$ cat src/rtl/pit_regs_pkg.sv
`timescale 1ns/1ps
package pit_regs_pkg;

   typedef enum logic [1:0] {
      ACC_LATCH = 2'b00,
      ACC_LO    = 2'b01,
      ACC_HI    = 2'b10,
      ACC_LOHI  = 2'b11
   } acc_e;

   localparam logic [1:0] SEL_READBACK = 2'b11;

   // x10 -> 2, x11 -> 3; the top mode bit only matters when bit 1 is clear
   function automatic logic [2:0] fold_mode(input logic [2:0] m);
      return m[1] ? {1'b0, m[1:0]} : m;
   endfunction

endpackage

$ cat src/rtl/pit_cw_decode.sv
`timescale 1ns/1ps
module pit_cw_decode
   import pit_regs_pkg::*;
#(
   parameter int NUM_CH = 3,
   parameter int DATA_W = 8,
   parameter int ADDR_W = 2
) (
   input  logic              wr_stb,
   input  logic [ADDR_W-1:0] addr,
   input  logic [DATA_W-1:0] din,
   output logic [NUM_CH-1:0] cfg_we,
   output logic [NUM_CH-1:0] latch_hit,
   output logic [NUM_CH-1:0] cnt_we,
   output logic              rb_hit,
   output acc_e              cw_acc,
   output logic [2:0]        cw_mode,
   output logic              cw_bcd
);
   localparam logic [ADDR_W-1:0] CMD_ADDR = {ADDR_W{1'b1}};

   logic       is_cmd;
   logic [1:0] sel;

   assign is_cmd  = (addr == CMD_ADDR);
   assign sel     = din[7:6];
   assign cw_acc  = acc_e'(din[5:4]);
   assign cw_mode = fold_mode(din[3:1]);
   assign cw_bcd  = din[0];
   assign rb_hit  = wr_stb && is_cmd && (sel == SEL_READBACK);

   always_comb begin
      cfg_we    = '0;
      latch_hit = '0;
      cnt_we    = '0;
      for (int i = 0; i < NUM_CH; i++) begin
         if (wr_stb && is_cmd && (sel == 2'(i))) begin
            if (cw_acc == ACC_LATCH) latch_hit[i] = 1'b1;
            else                     cfg_we[i]    = 1'b1;
         end
         if (wr_stb && !is_cmd && (addr == ADDR_W'(i))) cnt_we[i] = 1'b1;
      end
   end

endmodule

$ cat src/rtl/pit_chan_reg.sv
`timescale 1ns/1ps
module pit_chan_reg
   import pit_regs_pkg::*;
#(
   parameter int DATA_W = 8,
   localparam int CNT_W = 2 * DATA_W
) (
   input  logic              clk,
   input  logic              rst_n,
   input  logic              cfg_we,
   input  logic              cnt_we,
   input  acc_e              cw_acc,
   input  logic [2:0]        cw_mode,
   input  logic              cw_bcd,
   input  logic [DATA_W-1:0] din,
   output logic [2:0]        mode_o,
   output logic              bcd_o,
   output acc_e              acc_o,
   output logic              rst_o,
   output logic [CNT_W-1:0]  count_o,
   output logic              load_o
);
   logic              hi_next_q;   // byte sequencer: 1 = next byte is high
   logic [DATA_W-1:0] lo_hold_q;

   always_ff @(posedge clk or negedge rst_n) begin
      if (!rst_n) begin
         mode_o    <= 3'd0;
         bcd_o     <= 1'b0;
         acc_o     <= ACC_LO;
         rst_o     <= 1'b0;
         count_o   <= '0;
         load_o    <= 1'b0;
         hi_next_q <= 1'b0;
         lo_hold_q <= '0;
      end else begin
         rst_o  <= cfg_we;
         load_o <= 1'b0;
         if (cfg_we) begin
            mode_o    <= cw_mode;
            bcd_o     <= cw_bcd;
            acc_o     <= cw_acc;
            hi_next_q <= 1'b0;
         end else if (cnt_we) begin
            unique case (acc_o)
               ACC_LO: begin
                  count_o <= {{DATA_W{1'b0}}, din};
                  load_o  <= 1'b1;
               end
               ACC_HI: begin
                  count_o <= {din, {DATA_W{1'b0}}};
                  load_o  <= 1'b1;
               end
               ACC_LOHI: begin
                  if (!hi_next_q) begin
                     lo_hold_q <= din;
                     hi_next_q <= 1'b1;
                  end else begin
                     count_o   <= {din, lo_hold_q};
                     load_o    <= 1'b1;
                     hi_next_q <= 1'b0;
                  end
               end
               default: ;
            endcase
         end
      end
   end

   assert_lohi_first_no_load_R8: assert property (@(posedge clk) disable iff (!rst_n)
      (cnt_we && !cfg_we && acc_o == ACC_LOHI && !hi_next_q) |=> !load_o);

   assert_cfg_hold_R4: assert property (@(posedge clk) disable iff (!rst_n)
      !$past(cfg_we) |-> $stable({mode_o, bcd_o, acc_o}));

   assert_mode_range_R3: assert property (@(posedge clk) disable iff (!rst_n)
      mode_o <= 3'd5);

   assert_acc_not_latch_R5: assert property (@(posedge clk) disable iff (!rst_n)
      acc_o != ACC_LATCH);

   assert_seq_rewind_R9: assert property (@(posedge clk) disable iff (!rst_n)
      cfg_we |=> !hi_next_q);

endmodule

$ cat src/rtl/pit_host_regs.sv
`timescale 1ns/1ps
module pit_host_regs
   import pit_regs_pkg::*;
#(
   parameter int NUM_CH = 3,
   parameter int DATA_W = 8,
   parameter int ADDR_W = 2,
   localparam int CNT_W = 2 * DATA_W
) (
   input  logic                      clk,
   input  logic                      rst_n,
   input  logic                      cs_n,
   input  logic                      wr_n,
   input  logic                      rd_n,
   input  logic [ADDR_W-1:0]         addr,
   input  logic [DATA_W-1:0]         din,
   output logic [NUM_CH*3-1:0]       ch_mode,
   output logic [NUM_CH-1:0]         ch_bcd,
   output logic [NUM_CH*2-1:0]       ch_acc,
   output logic [NUM_CH-1:0]         ch_rst,
   output logic [NUM_CH*CNT_W-1:0]   ch_count,
   output logic [NUM_CH-1:0]         ch_load,
   output logic [NUM_CH-1:0]         latch_req,
   output logic                      readback_req
);
   if (NUM_CH < 1 || NUM_CH > 3) begin : g_bad_nch
      $error("NUM_CH must be 1..3: the select field has three channel codes");
   end
   if (DATA_W != 8) begin : g_bad_dw
      $error("DATA_W must be 8: command field positions are fixed");
   end
   if (ADDR_W != 2) begin : g_bad_aw
      $error("ADDR_W must be 2");
   end

   logic              wr_stb;
   logic [NUM_CH-1:0] cfg_we, latch_hit, cnt_we;
   logic              rb_hit;
   acc_e              cw_acc;
   logic [2:0]        cw_mode;
   logic              cw_bcd;

   assign wr_stb = !cs_n && !wr_n && rd_n;

   pit_cw_decode #(.NUM_CH(NUM_CH), .DATA_W(DATA_W), .ADDR_W(ADDR_W)) u_dec (
      .wr_stb(wr_stb), .addr(addr), .din(din),
      .cfg_we(cfg_we), .latch_hit(latch_hit), .cnt_we(cnt_we), .rb_hit(rb_hit),
      .cw_acc(cw_acc), .cw_mode(cw_mode), .cw_bcd(cw_bcd)
   );

   for (genvar g = 0; g < NUM_CH; g++) begin : g_ch
      acc_e acc_w;
      pit_chan_reg #(.DATA_W(DATA_W)) u_ch (
         .clk(clk), .rst_n(rst_n),
         .cfg_we(cfg_we[g]), .cnt_we(cnt_we[g]),
         .cw_acc(cw_acc), .cw_mode(cw_mode), .cw_bcd(cw_bcd), .din(din),
         .mode_o(ch_mode[g*3 +: 3]), .bcd_o(ch_bcd[g]), .acc_o(acc_w),
         .rst_o(ch_rst[g]), .count_o(ch_count[g*CNT_W +: CNT_W]),
         .load_o(ch_load[g])
      );
      assign ch_acc[g*2 +: 2] = acc_w;

      assert_load_source_R6: assert property (@(posedge clk) disable iff (!rst_n)
         ch_load[g] |-> $past(!cs_n && !wr_n && rd_n && addr == ADDR_W'(g)));

      assert_rst_source_R9: assert property (@(posedge clk) disable iff (!rst_n)
         ch_rst[g] |-> $past(!cs_n && !wr_n && rd_n && addr == {ADDR_W{1'b1}}
                             && din[7:6] == 2'(g) && din[5:4] != 2'b00));
   end

   always_ff @(posedge clk or negedge rst_n) begin
      if (!rst_n) begin
         latch_req    <= '0;
         readback_req <= 1'b0;
      end else begin
         latch_req    <= latch_hit;
         readback_req <= rb_hit;
      end
   end

   assert_rst_onehot_R2: assert property (@(posedge clk) disable iff (!rst_n)
      $onehot0(ch_rst));

   assert_no_write_no_pulse_R11: assert property (@(posedge clk) disable iff (!rst_n)
      (cs_n || wr_n || !rd_n) |=> (ch_load == '0 && ch_rst == '0
                                   && latch_req == '0 && !readback_req));

   assert_readback_quiet_R4: assert property (@(posedge clk) disable iff (!rst_n)
      readback_req |-> (ch_rst == '0 && latch_req == '0));

endmodule

$ cat config.mk
export PLATFORM = sky130hd
export DESIGN_NAME = pit_host_regs
export DESIGN_NICKNAME = d
export VERILOG_FILES = /design/src/rtl/pit_regs_pkg.sv /design/src/rtl/pit_cw_decode.sv /design/src/rtl/pit_chan_reg.sv /design/src/rtl/pit_host_regs.sv
export SDC_FILE = /design/constraint.sdc
export NUM_CORES = 1
export LEC_CHECK = 0
export ABC_AREA = 1
export BUFFER_PORTS_ARGS = -buffer_cell sky130_fd_sc_hd__buf_2
export CAP_MARGIN = 10
export CORE_MARGIN = 4
export CORE_UTILIZATION = 55
export DETAILED_ROUTE_END_ITERATION = 8
export PLACE_DENSITY_LB_ADDON = 0.05
export SLEW_MARGIN = 25
export SYNTH_ARGS = -nofsm -noshare
export SYNTH_HDL_FRONTEND = slang
export SYNTH_SLANG_ARGS = --single-unit
export TNS_END_PERCENT = 1
$ cat constraint.sdc
create_clock -name clk -period 3.65 [get_ports clk]
set_clock_uncertainty 0.2 [all_clocks]
set_input_delay 0.365 -clock clk [delete_from_list [all_inputs] [get_ports clk]]
set_output_delay 0.365 -clock clk [all_outputs]
set_load 0.01 [all_outputs]
Word-level counts from Yosys, hierarchy flattened
Cells that the tools add are included.

Flip-flop bits (word level): 103. Input bits: 15. Output and inout port bits: 76. Logic and storage cells: 130.

Equal/unequal tests: 18. Muxes and demuxes: 42. Bitwise operators: 6. Reduce and logical (&&, ||, !) cells: 38.

Operators with widths (number): $pmux W16 S3 (3); $mux W16 (3); $mux W1 (32); $reduce_and A4 Y1 (6); $eq A2 B2 Y1 const B (10); $reduce_bool A2 Y1 (6); $logic_and A1 B1 Y1 (11); $eq A2 B1 Y1 const B (5); $reduce_bool A3 Y1 (3); $logic_not A2 Y1 (3); $ne A2 B1 Y1 const B (3); $not A1 Y1 (6); $pmux W1 S2 (3); $reduce_and A2 Y1 (3); $reduce_or A2 Y1 (3); $logic_not A1 Y1 (3); $mux W3 (1).

Longest topological paths before layout
Gate-level depths: netlist of the first run.

Depth after elaboration: 8. Depth in mapped cells: 9. Gate-level depth less buffers: 8.

By module
From an unflattened synthesis of the first run, not the netlist that was laid out.

Cell total of the unflattened synthesis: 603. Area, all modules: 4859.7 um2.

By module, submodules not included: pit_chan_reg (instances 3, cells an instance 188, area each 1534.0 um2, seq. area each 827.0 um2); pit_cw_decode (instances 1, cells an instance 32, area each 143.9 um2, seq. area each 0.0 um2); pit_host_regs (instances 1, cells an instance 7, area each 113.9 um2, seq. area each 100.1 um2).

Worst setup path after synthesis of the first run
OpenSTA, ideal clock, no wires.

Path type: register to register. Start point: register g_ch[0].u_ch.acc_o[0]. End point: register g_ch[0].u_ch.count_o[10]. Setup time: 117 ps. Data arrival time: 1663 ps. Required time: 3333 ps. Slack: 1670 ps. Stages on the path, launching flop included: 9. Buffers on the path: 1. Clock period less this slack: 1980 ps. Cells stage by stage: dfstp_2 inv_1 ha_1 a21oi_1 nor2_1 nand2_2 buf_2 nand2_1 nand2_1.

Cells in the longest elaborated chain, start to end: 3.

RTL lines: start: declaration (line pit_chan_reg.sv:18) `output acc_e acc_o,`; start signal: assignment (line pit_chan_reg.sv:42) `acc_o <= cw_acc;`; $eq A2 B2 Y1 / $eq A2 B1 Y1 (equally long branches) (line pit_chan_reg.sv:45) `unique case (acc_o)`; $ne A2 B1 Y1 (no source line) / $reduce_bool A3 Y1 (equally long branches); $reduce_and A4 Y1 (no source line); end signal: assignment (line pit_chan_reg.sv:47) `count_o <= {{DATA_W{1'b0}}, din};`; end signal: assignment (line pit_chan_reg.sv:51) `count_o <= {din, {DATA_W{1'b0}}};`; end signal: assignment (line pit_chan_reg.sv:59) `count_o <= {din, lo_hold_q};`; end: declaration (line pit_chan_reg.sv:20) `output logic [CNT_W-1:0] count_o,`.

Several ways; a longest one is shown, not always the timed one. A chain may end at the register's enable or synchronous reset.

Worst setup path in the final report of the first run
Start point: register g_ch[2].u_ch.acc_o[0]. End point: register g_ch[2].u_ch.count_o[0].

Cells in the longest elaborated chain, start to end: 3.

RTL lines (line): start: declaration (pit_chan_reg.sv:18); start signal: assignment (pit_chan_reg.sv:42); $eq A2 B2 Y1 / $eq A2 B1 Y1 (equally long branches) (pit_chan_reg.sv:45); $ne A2 B1 Y1 (no source line) / $reduce_bool A3 Y1 (equally long branches); $reduce_and A4 Y1 (no source line); end signal: assignment (pit_chan_reg.sv:47); end signal: assignment (pit_chan_reg.sv:51); end signal: assignment (pit_chan_reg.sv:59); end: declaration (pit_chan_reg.sv:20).

Several ways; a longest one is shown, not always the timed one.

==> results of run 1 <==
-- where the power goes --
| group | total [W] | internal (W) | switching, W | leakage, nW |
|---|---|---|---|---|
| clock | 0.000647 | 0.000250 | 0.000397 | 0.0863 |
| sequential | 0.00126 | 0.00121 | 0.0000447 | 1.41 |
| combinational | 0.000371 | 0.000116 | 0.000255 | 1.60 |
-- registers in the layout, indices dropped and copies added, names as in the netlist --
signal	cells
g_ch.u_ch.lo_hold_q	24
g_ch.u_ch.acc_o	6
g_ch.u_ch.count_o	48
g_ch.u_ch.mode_o	9
readback_req	1
g_ch.u_ch.rst_o	3
g_ch.u_ch.bcd_o	3
g_ch.u_ch.hi_next_q	3
latch_req	3
g_ch.u_ch.load_o	3
-- per-stage QoR --
| step | hold slack (ps) | area, µm² | instances | power (W) |
|---|---|---|---|---|
| after global routing | 64.5 | 5290 | 751 | 0.00241 |
| after global placement | 205 | 5110 | 735 | 0.00164 |
| after detailed placement | 208 | 5110 | 735 | 0.00165 |
| after CTS | 81.9 | 5290 | 751 | 0.00229 |
| after floorplan | -131 | 4660 | 564 | 0.00149 |
| final | 89.4 | 5290 | 751 | 0.00228 |
-- layout by cell type (no fill, tap or decap), drive strengths merged --
cell type / instances
a21oi: 4
buf: 93
clkbuf: 9
clkinv: 4
clkinvlp: 1
dfrtp: 100
dfstp: 3
dlygate4sd3: 1
ha: 9
inv: 32
nand2: 230
nand3: 67
nand4: 10
nor2: 46
nor3: 3
nor4: 2
o21ai: 32
-- cells by family after synthesis --
logic type,Yosys count
AO/OA/AOI/OAI,36
adder cells (fa/ha/maj),9
buffers and inverters,58
flip-flops,103
AND/OR/NAND/NOR,358
-- worst max-delay path, delay by kind of cell, from the launching register on --
family,cells,cell delay [ps]
DFF,1,570
AOI/OAI and AO/OA,1,180
and+or+nand+nor,4,1070
adders and majority gates,1,430
-- per-layer routing --
layer / GRT usage [%] / up-vias / part of all wire [%]
met4: 6.74 / 0 / 1.4
met5: 0 / - / 0
met3: 4.10 / 16 / 5.4
li1: - / 1950 / -
met1: 34.0 / 1847 / 46
met2: 37.5 / 112 / 47
-- area by class of cell --
| type | instances | area, µm² | share of cell area, % |
|---|---|---|---|
| flip-flops and latches | 103 | 2580 | 48.8 |
| multi-input cells | 403 | 1810 | 34.2 |
| repair buffers | 94 | 485 | 9.17 |
| well taps | 105 | 131 | 2.48 |
| clock buffers | 9 | 124 | 2.34 |
| inverters | 31 | 116 | 2.20 |
| clock inverters | 6 | 43.8 | 0.827 |
-- worst max-delay path by stage --
stage	start	end	slack, ps	cells after the start
6_report	g_ch[2].u_ch.acc_o[0]	g_ch[2].u_ch.count_o[0]	1090	6
5_1_grt	g_ch[2].u_ch.acc_o[0]	g_ch[2].u_ch.count_o[3]	850	6
4_1_cts	g_ch[2].u_ch.acc_o[0]	g_ch[2].u_ch.count_o[0]	1110	6
3_5_place_dp	g_ch[2].u_ch.acc_o[0]	g_ch[2].u_ch.count_o[0]	1120	6
3_3_place_gp	g_ch[2].u_ch.acc_o[0]	g_ch[2].u_ch.count_o[6]	1190	6
2_1_floorplan	g_ch[0].u_ch.acc_o[0]	g_ch[0].u_ch.count_o[10]	1670	8
==> qor.yml, run 1 <==
outcome:
  outcome: "finished, final reports clean"
global_routing:
  track_usage_pct: 23.7
  grt_first_pass_wirelength_um: 18700
  grt_pass1_vias: 3759
  antenna_found_initial: 0
  grt_max_degree: 48
  grt_overflow: 0
sta:
  setup_viol: 0
  timing.setup.tns_ps: 0
  final_hold_viol_count: 0
  tightest_slew_ps: 946
  setup_ws_ps: 1090
  fin_crit_ps: 2560
  slew-limit-headroom_pct: 36.7
  rsz0062_at_grt: "no"
  finalCritPeriodShare_pct: 70.1
  fmax_ghz: 0.391
  final-max-slew-violation-count: 0
drt:
  wl_um: 11200
  vias: 3925
  drc: 0
  wl_per_cell_um: 15.0
  viasPerCell: 5.23
  dr.pass1.iters: 4
  detail-route-antenna-nets: 0
  drtIter0Drc: 280
synth:
  synthSimpleGateAreaFrac_pct: 32.5
  synth_compound_area_share_pct: 3.86
  synthDistinctLibCells: 22
  synth_commonest_cells: "nand2_1, dfrtp_1, nand3_1"
  avgSynthCellArea_um2: 8.27
  synth_area_leaders: "dfrtp_1, nand2_1, nand3_1, o21ai_0, nor2_1"
  yosys.area.top_type: "dfrtp_1"
  seq_area_frac_synth_pct: 55.4
  synth.area.mux_share_pct: 0
  synthArstFlopShare_pct: 100
  post-synth-top-area-fraction_pct: 53.7
  synth_xor_area_share_pct: 0
  post-synth-top-count-cell: "nand2_1"
  synth_cells: 564
  synth_fa_ha_area_share_pct: 2.41
  ys_seq_elements: 103
  synth-main-ff-cell: "dfrtp_1"
  netlist_area_um2: 4660
  synth_top_family_by_area: "simple AND/OR/NAND/NOR gates"
  synth_edf_count: 0
  ys_warn_count: 0
  syn_nets: 588
floorplan:
  die_h_um: 100
  die_area_um2: 10000
  core_um2: 8220
  initial_core_util_pct: 56.8
  rows: 33
  die_w_um: 100
  ios: 91
setup_path:
  rrSetupSlack_ps: 1090
  crit_path_max_incr_delay_ps: 570
  timing.rr.start: "g_ch[2].u_ch.acc_o[0]"
  r2r_end: "g_ch[2].u_ch.count_o[0]"
  reg2regPathDepth: 6
  worst_setup_path_end_kind: "register"
  crit_slowest_cell: "dfstp_2"
  cpMostUsedCell: "nand2_1"
  required_ps: 3700
  arrival_ps: 2600
  worstPathMaxFanout: 17
  path_cells: "ha_1 -> a21oi_1 -> nor2_2 -> nand2_2 -> nand2_1 -> nand2_1"
  worstSetupPathType: "register to register"
  critPathLaunchType: "register"
cells_and_area:
  post-route-util_pct: 64.4
  n_fill_cell: 728
  insertedDiodeCount: 0
  area_growth_pct: 13.5
  layout.nets: 666
  drive_gt1_share_pct: 19.7
cts:
  cts_tree: "done"
  cts_setup_buffers: 0
  cts_resized: 0
  clock-root-buffer: "clkbuf_8"
  htreeDepth: 3
  hold_buffers: 1
  clock_latency_ps: 360
  cts_sinks: 103
  numCtsBuffers: 9
  clk_pin_slew_ps: 100
  ctsLongestPathBuffers: 2
hold_path:
  min_to: "g_ch[2].u_ch.lo_hold_q[3]"
  hold_depth: 3
  min_path_type: "input port to register"
  min_from: "din[3]"
placed_design:
  gp_congestion: 0.838
  place_hpwl_um: 8000
  pre_cts_slack_ps: 1120
  place.port_buffers: 90
run:
  cap_violations: 0
pwr:
  p_per_area_nw_per_um2: 430
  p_leak_nw: 3.10
  ir_drop_mv: 0.240
Power figures use the tool's default switching activity.
==> run 2, diff against run 1 <==
- CORE_UTILIZATION: 55 -> 50
- clock period: 3.65 -> 2.24 ns (I/O delays scaled with it)
==> run 2 against run 1 <==
Compared with the run above: sequential power is 63% higher; die area grew 9.2%; cell area rose by 4.8%; via count rose by 1.9%; first-iteration DRC count down 20%; clock-buffer cell count rose by 1; critical endpoint is now g_ch[0].u_ch.count_o[10].
==> qor.yml, run 2 (synthesized netlist as in run 1, its figures left out) <==
outcome:
  outcome: "finished, final reports clean"
cts:
  cts_tree: "done"
  clock_latency_ps: 350  # about the same
  numCtsBuffers: 9  # unchanged
  htreeDepth: 3  # unchanged
  clock-root-buffer: "clkbuf_8"
  cts_setup_buffers: 0  # unchanged
  ctsLongestPathBuffers: 2  # unchanged
  clk_pin_slew_ps: 100  # about the same
  cts_sinks: 103  # unchanged
cells_and_area:
  layout.nets: 691  # +3.8%
  final_common_cell: "nand2_1"
  largest_register_ffs: 48  # unchanged
  final_cell_mix: "nand2_1, dfrtp_1, buf_2, nand3_1, nor2_1"
  area_growth_pct: 18.9
  drive_gt1_share_pct: 22.0  # +2.4 points
  largest-register: "g_ch.u_ch.count_o"
  n_fill_cell: 821  # +13%
  insertedDiodeCount: 0  # unchanged
  reg_top3: "g_ch.u_ch.count_o: 48 flops, g_ch.u_ch.lo_hold_q: 24 flops, g_ch.u_ch.mode_o: 9 flops"
  final_cell_count_no_fill: 780  # +3.9%
floorplan:
  core_um2: 8890  # +8.2%
  initial_core_util_pct: 52.4  # -4.3 points
  ios: 91  # unchanged
  die_h_um: 105  # +4.5%
  die_w_um: 105  # +4.5%
  rows: 34  # +3.0%
  die_area_um2: 10900  # +9.2%
drt:
  vias: 4001  # +1.9%
  drtIter0Drc: 223  # -20%
  drc: 0  # unchanged
  dr.pass1.iters: 4  # unchanged
  viasPerCell: 5.13  # -1.9%
  wl_per_cell_um: 14.8  # -1.4%
  detail-route-antenna-nets: 0  # unchanged
  wl_um: 11500  # +2.4%
pwr:
  p_per_area_nw_per_um2: 684  # +59%
  p_leak_nw: 3.23  # +4.2%
  ir_drop_mv: 0.326  # +36%
placed_design:
  gp_congestion: 0.842  # +0.49%
  place_hpwl_um: 8200  # +2.5%
  dp_cells: 755  # +2.7%
  place.port_buffers: 90  # unchanged
  pre_cts_slack_ps: -301  # -1420 ps
sta:
  tightest_slew_ps: 621  # -326 ps
  final-max-slew-violation-count: 0  # unchanged
  setup_ws_ps: 221  # -870 ps
  final_hold_viol_count: 0  # unchanged
  setup_viol: 0  # unchanged
  slew-limit-headroom_pct: 58.6  # +22 points
  fin_crit_ps: 2020  # -540 ps
  fmax_ghz: 0.495  # +27%
  rsz0062_at_grt: "yes"
  finalCritPeriodShare_pct: 90.1  # +20 points
setup_path:
  worstPathMaxFanout: 17  # unchanged
  critPathLaunchType: "register"
  timing.rr.start: "g_ch[0].u_ch.acc_o[0]"
  crit_slowest_cell: "dfstp_2"
  reg2regPathDepth: 7  # +1
  arrival_ps: 2110  # -490 ps
  path_cells: "inv_1 -> ha_1 -> a21oi_1 -> nor2_4 -> nand2_2 -> nand2_1 -> nand2_1"
  crit_path_max_incr_delay_ps: 550  # -20 ps
  cpMostUsedCell: "nand2_1"
  required_ps: 2330  # -1370 ps
  worstSetupPathType: "register to register"
  worst_setup_path_end_kind: "register"
  crit_start: "g_ch[0].u_ch.acc_o[0]"
  rrSetupSlack_ps: 220  # -870 ps
  r2r_end: "g_ch[0].u_ch.count_o[10]"
hold_path:
  hold_depth: 4  # +1
  min_from: "wr_n"
  min_to: "g_ch[2].u_ch.load_o"
  min_path_type: "input port to register"
global_routing:
  track_usage_pct: 21.8  # -1.9 points
  grt_first_pass_wirelength_um: 19600  # +4.3%
  antenna_found_initial: 0  # unchanged
  grt_max_degree: 52  # +8.3%
  grt_pass1_vias: 3815  # +1.5%
  grt_overflow: 0  # unchanged
run:
  cap_violations: 0  # unchanged
==> run 2: cell count changes in the layout (fill, tap and decap cells not counted), sizes merged <==
cell         change
buf             +17
dlygate4sd3      +8
clkbuf           +1
clkinv           +1
inv              -1
==> run 2: layer usage <==
metal | GRT usage, % | up-vias | routed length [µm]
met4 | 5.81 | 0 | 158
met5 | 0 | - | 0
met3 | 2.96 | 15 | 628
met1 | 32.1 | 1901 | 5340
met2 | 34.3 | 100 | 5380
li1 | - | 1985 | -
==> run 2: power breakdown <==
| group | internal, W | total (W) | switching (W) |
|---|---|---|---|
| logic | 0.000226 | 0.000651 | 0.000424 |
| clock network | 0.000442 | 0.00109 | 0.000652 |
| registers | 0.00198 | 0.00205 | 0.0000696 |
==> run 2: repair_timing <==
action | in CTS | in global routing
hold buffers | 9 | 0
endpoints found under the setup margin | 16 | 5
pin swaps | 0 | 0
resized for setup | 2 | 1
hold endpoints to repair | 94 | 0
==> run 2: how the worst max path moves through the flow <==
| stage | end | slack (ps) |
|---|---|---|
| 6_report | g_ch[0].u_ch.count_o[10] | 220 |
| 5_1_grt | g_ch[0].u_ch.count_o[2] | -10 |
| 4_1_cts | g_ch[1].u_ch.count_o[7] | 30 |
| 3_5_place_dp | g_ch[0].u_ch.count_o[7] | -300 |
| 3_3_place_gp | g_ch[0].u_ch.count_o[5] | -200 |
| 2_1_floorplan | g_ch[0].u_ch.count_o[10] | 260 |
==> run 2: through the flow <==
stage	utilization, %	area, µm²	TNS, ps	total power, W	hold slack [ps]
after floorplan	-	4660	0	0.00243	-272
after global placement	59.1	5260	-3150	0.00271	-24.2
after detailed placement	59.1	5260	-4570	0.00273	-25.5
after CTS	62.3	5540	0	0.00383	23.2
after global routing	62.4	5550	-14.9	0.00401	47.0
final	62.4	5550	0	0.00379	41.1
==> run 2: worst max-delay path: cells and delay by family, from the launching register on <==
| family | cells | cell delay, ps |
|---|---|---|
| flops | 1 | 550 |
| simple gates | 4 | 570 |
| fa+ha+maj | 1 | 290 |
| compound gates | 1 | 290 |
| buf+inv | 1 | 60 |
==> run 2: layout make-up <==
type,instances,area [µm²],share of cell area [%]
clock buffer,10,138,2.48
clock inverter,6,43.8,0.790
inverter,31,116,2.10
multi-input combinational,403,1830,32.9
sequential,103,2580,46.5
tap,108,135,2.44
timing repair buffer,119,706,12.7
==> run 3, diff against run 2 <==
- PLACE_DENSITY_LB_ADDON: 0.05 -> 0.25
==> run 3 against run 2 <==
Compared with the run above: sequential power barely moved; clock power increased by 19%; sequential share of layout area fell by 0.30 points; flip-flop and latch count stayed put; register-to-register slack about the same; non-clock buffer count did not move; power up 5.4%; cell area rose by 0.65%; first-iteration DRC count down 5.8%; clock-buffer cell count up 1; critical path type unchanged; largest power group unchanged.
==> qor.yml, run 3 (synthesized netlist as in run 1, its figures left out) <==
cts:
  cts_setup_buffers: 0  # unchanged
  ctsLongestPathBuffers: 2  # unchanged
  clock-root-buffer: "clkbuf_8"
  clk_pin_slew_ps: 90  # about the same
  clock_latency_ps: 360  # about the same
  cts_sinks: 103  # unchanged
  numCtsBuffers: 9  # unchanged
  cts_tree: "done"
  htreeDepth: 3  # unchanged
setup_path:
  arrival_ps: 2070  # -40 ps
  crit_path_max_incr_delay_ps: 570  # +20 ps
  crit_buf_inv: 1  # unchanged
  worst_setup_path_end_kind: "register"
  worstSetupPathType: "register to register"
  crit_slowest_cell: "dfstp_2"
  critPathLaunchType: "register"
  worstPathMaxFanout: 17  # unchanged
  path_cells: "inv_1 -> ha_1 -> a21oi_1 -> nor2_4 -> nand2_2 -> nand2_1 -> nand2_1"
  cpMostUsedCell: "nand2_1"
  required_ps: 2290  # -40 ps
  crit_family: "simple AND/OR/NAND/NOR gates"
cells_and_area:
  layout.nets: 691  # unchanged
  insertedDiodeCount: 0  # unchanged
  post-route-util_pct: 62.8  # +0.41 points
  n_fill_cell: 791  # -3.7%
  largest_register_ffs: 48  # unchanged
  reg_top3: "g_ch.u_ch.count_o: 48 flops, g_ch.u_ch.lo_hold_q: 24 flops, g_ch.u_ch.mode_o: 9 flops"
  drive_gt1_share_pct: 21.7  # -0.30 points
  largest-register: "g_ch.u_ch.count_o"
  final_cell_mix: "nand2_1, dfrtp_1, buf_2, nand3_1, nor2_1"
  area_growth_pct: 19.7
  final_common_cell: "nand2_1"
floorplan:
  rows: 34  # unchanged
  ios: 91  # unchanged
  initial_core_util_pct: 52.4  # unchanged
  die_area_um2: 10900  # unchanged
  die_w_um: 105  # unchanged
  die_h_um: 105  # unchanged
  core_um2: 8890  # unchanged
sta:
  setup_viol: 0  # unchanged
  final_hold_viol_count: 0  # unchanged
  slew-limit-headroom_pct: 63.8  # +5.2 points
  fmax_ghz: 0.494  # -0.16%
  timing.setup.tns_ps: 0  # unchanged
  finalCritPeriodShare_pct: 90.3  # +0.14 points
  final-max-slew-violation-count: 0  # unchanged
  fin_crit_ps: 2020  # +3.21 ps
  rsz0062_at_grt: "no"
  setup_ws_ps: 218  # -3.21 ps
  tightest_slew_ps: 542  # -78.7 ps
drt:
  dr.pass1.iters: 7  # +3
  viasPerCell: 5.22  # +1.8%
  drc: 0  # unchanged
  drtIter0Drc: 210  # -5.8%
  wl_per_cell_um: 15.0  # +1.8%
  vias: 4072  # +1.8%
  detail-route-antenna-nets: 0  # unchanged
  wl_um: 11700  # +1.8%
global_routing:
  grt_first_pass_wirelength_um: 20000  # +2.2%
  grt_pass1_vias: 4158  # +9.0%
  track_usage_pct: 22.3  # +0.49 points
  antenna_found_initial: 0  # unchanged
  grt_overflow: 0  # unchanged
  grt_max_degree: 31  # -40%
placed_design:
  gp_congestion: 0.818  # -2.9%
  place.port_buffers: 90  # unchanged
  place_hpwl_um: 8340  # +1.7%
  pre_cts_slack_ps: -324  # -22.2 ps
pwr:
  ir_drop_mv: 0.384  # +18%
  p_leak_nw: 3.25  # +0.69%
  p_per_area_nw_per_um2: 716  # +4.7%
run:
  cap_violations: 0  # unchanged
outcome:
  outcome: "finished, final reports clean"
hold_path:
  min_path_type: "input port to register"
==> run 3: cell count changes in the layout (fill, tap and decap cells not counted), sizes merged <==
| cell | before | now |
|---|---|---|
| bufinv | 0 | 2 |
| clkbuf | 10 | 11 |
| clkinv | 5 | 4 |
| inv | 31 | 29 |
==> run 3: timing repair <==
| item | 4_1_cts | 5_1_grt |
|---|---|---|
| hold endpoints to repair | 43 | 0 |
| hold buffers | 9 | 0 |
| resized for setup | 3 | 2 |
| endpoints found under the setup margin | 32 | 19 |
==> run 3: per-stage QoR <==
stage                     cell area (µm²)  power [W]  std cells  hold WS, ps
after floorplan                      4660    0.00243        564         -272
final                                5580    0.00400        780         23.4
after detailed placement             5250    0.00272        755        -14.0
after CTS                            5570    0.00402        780         19.0
after global placement               5250    0.00270        755        -17.0
after global routing                 5580    0.00420        780         32.9
==> run 3: worst paths after layout <==
check	endpoint	depth (start not counted)	start	slack [ps]
worst min register to register	g_ch[0].u_ch.count_o[4]	2	g_ch[0].u_ch.count_o[4]	270
max in group asynchronous	g_ch[0].u_ch.acc_o[0]	3	rst_n	990
min in group asynchronous	g_ch[1].u_ch.acc_o[1]	2	rst_n	140
worst min-delay path	g_ch[1].u_ch.load_o	3	addr[0]	20
worst max register to register	g_ch[0].u_ch.count_o[3]	7	g_ch[0].u_ch.acc_o[0]	220
worst max-delay path	g_ch[0].u_ch.count_o[3]	7	g_ch[0].u_ch.acc_o[0]	220
==> run 3: layout make-up <==
cell class	count	area [µm²]	share of cell area (%)
Tap cell	108	135	2.42
Inverter	31	116	2.08
Timing Repair Buffer	119	693	12.4
Multi-Input combinational cell	403	1830	32.8
Clock inverter	5	81.3	1.46
Sequential cell	103	2580	46.2
Clock buffer	11	141	2.53
==> run 3: worst register-to-register path, stage by stage, from the launching register on <==
cell	delay, ps
dfstp_2	570
inv_1	60
ha_1	270
a21oi_1	70
nor2_4	310
nand2_2	260
nand2_1	120
nand2_1	60
==> run 3: power breakdown <==
group | internal (W) | switching [W] | total, W
Combinational | 0.000220 | 0.000430 | 0.000650
Clock | 0.000661 | 0.000635 | 0.00130
Sequential | 0.00198 | 0.0000721 | 0.00205
==> run 3: metal layers <==
metal / GRT usage [%] / up-vias / part of all wire (%)
li1: - / 1992 / -
met1: 29.7 / 1901 / 44
met2: 36.6 / 151 / 47
met3: 3.27 / 28 / 6.6
met4: 9.84 / 0 / 2.8
met5: 0 / - / 0
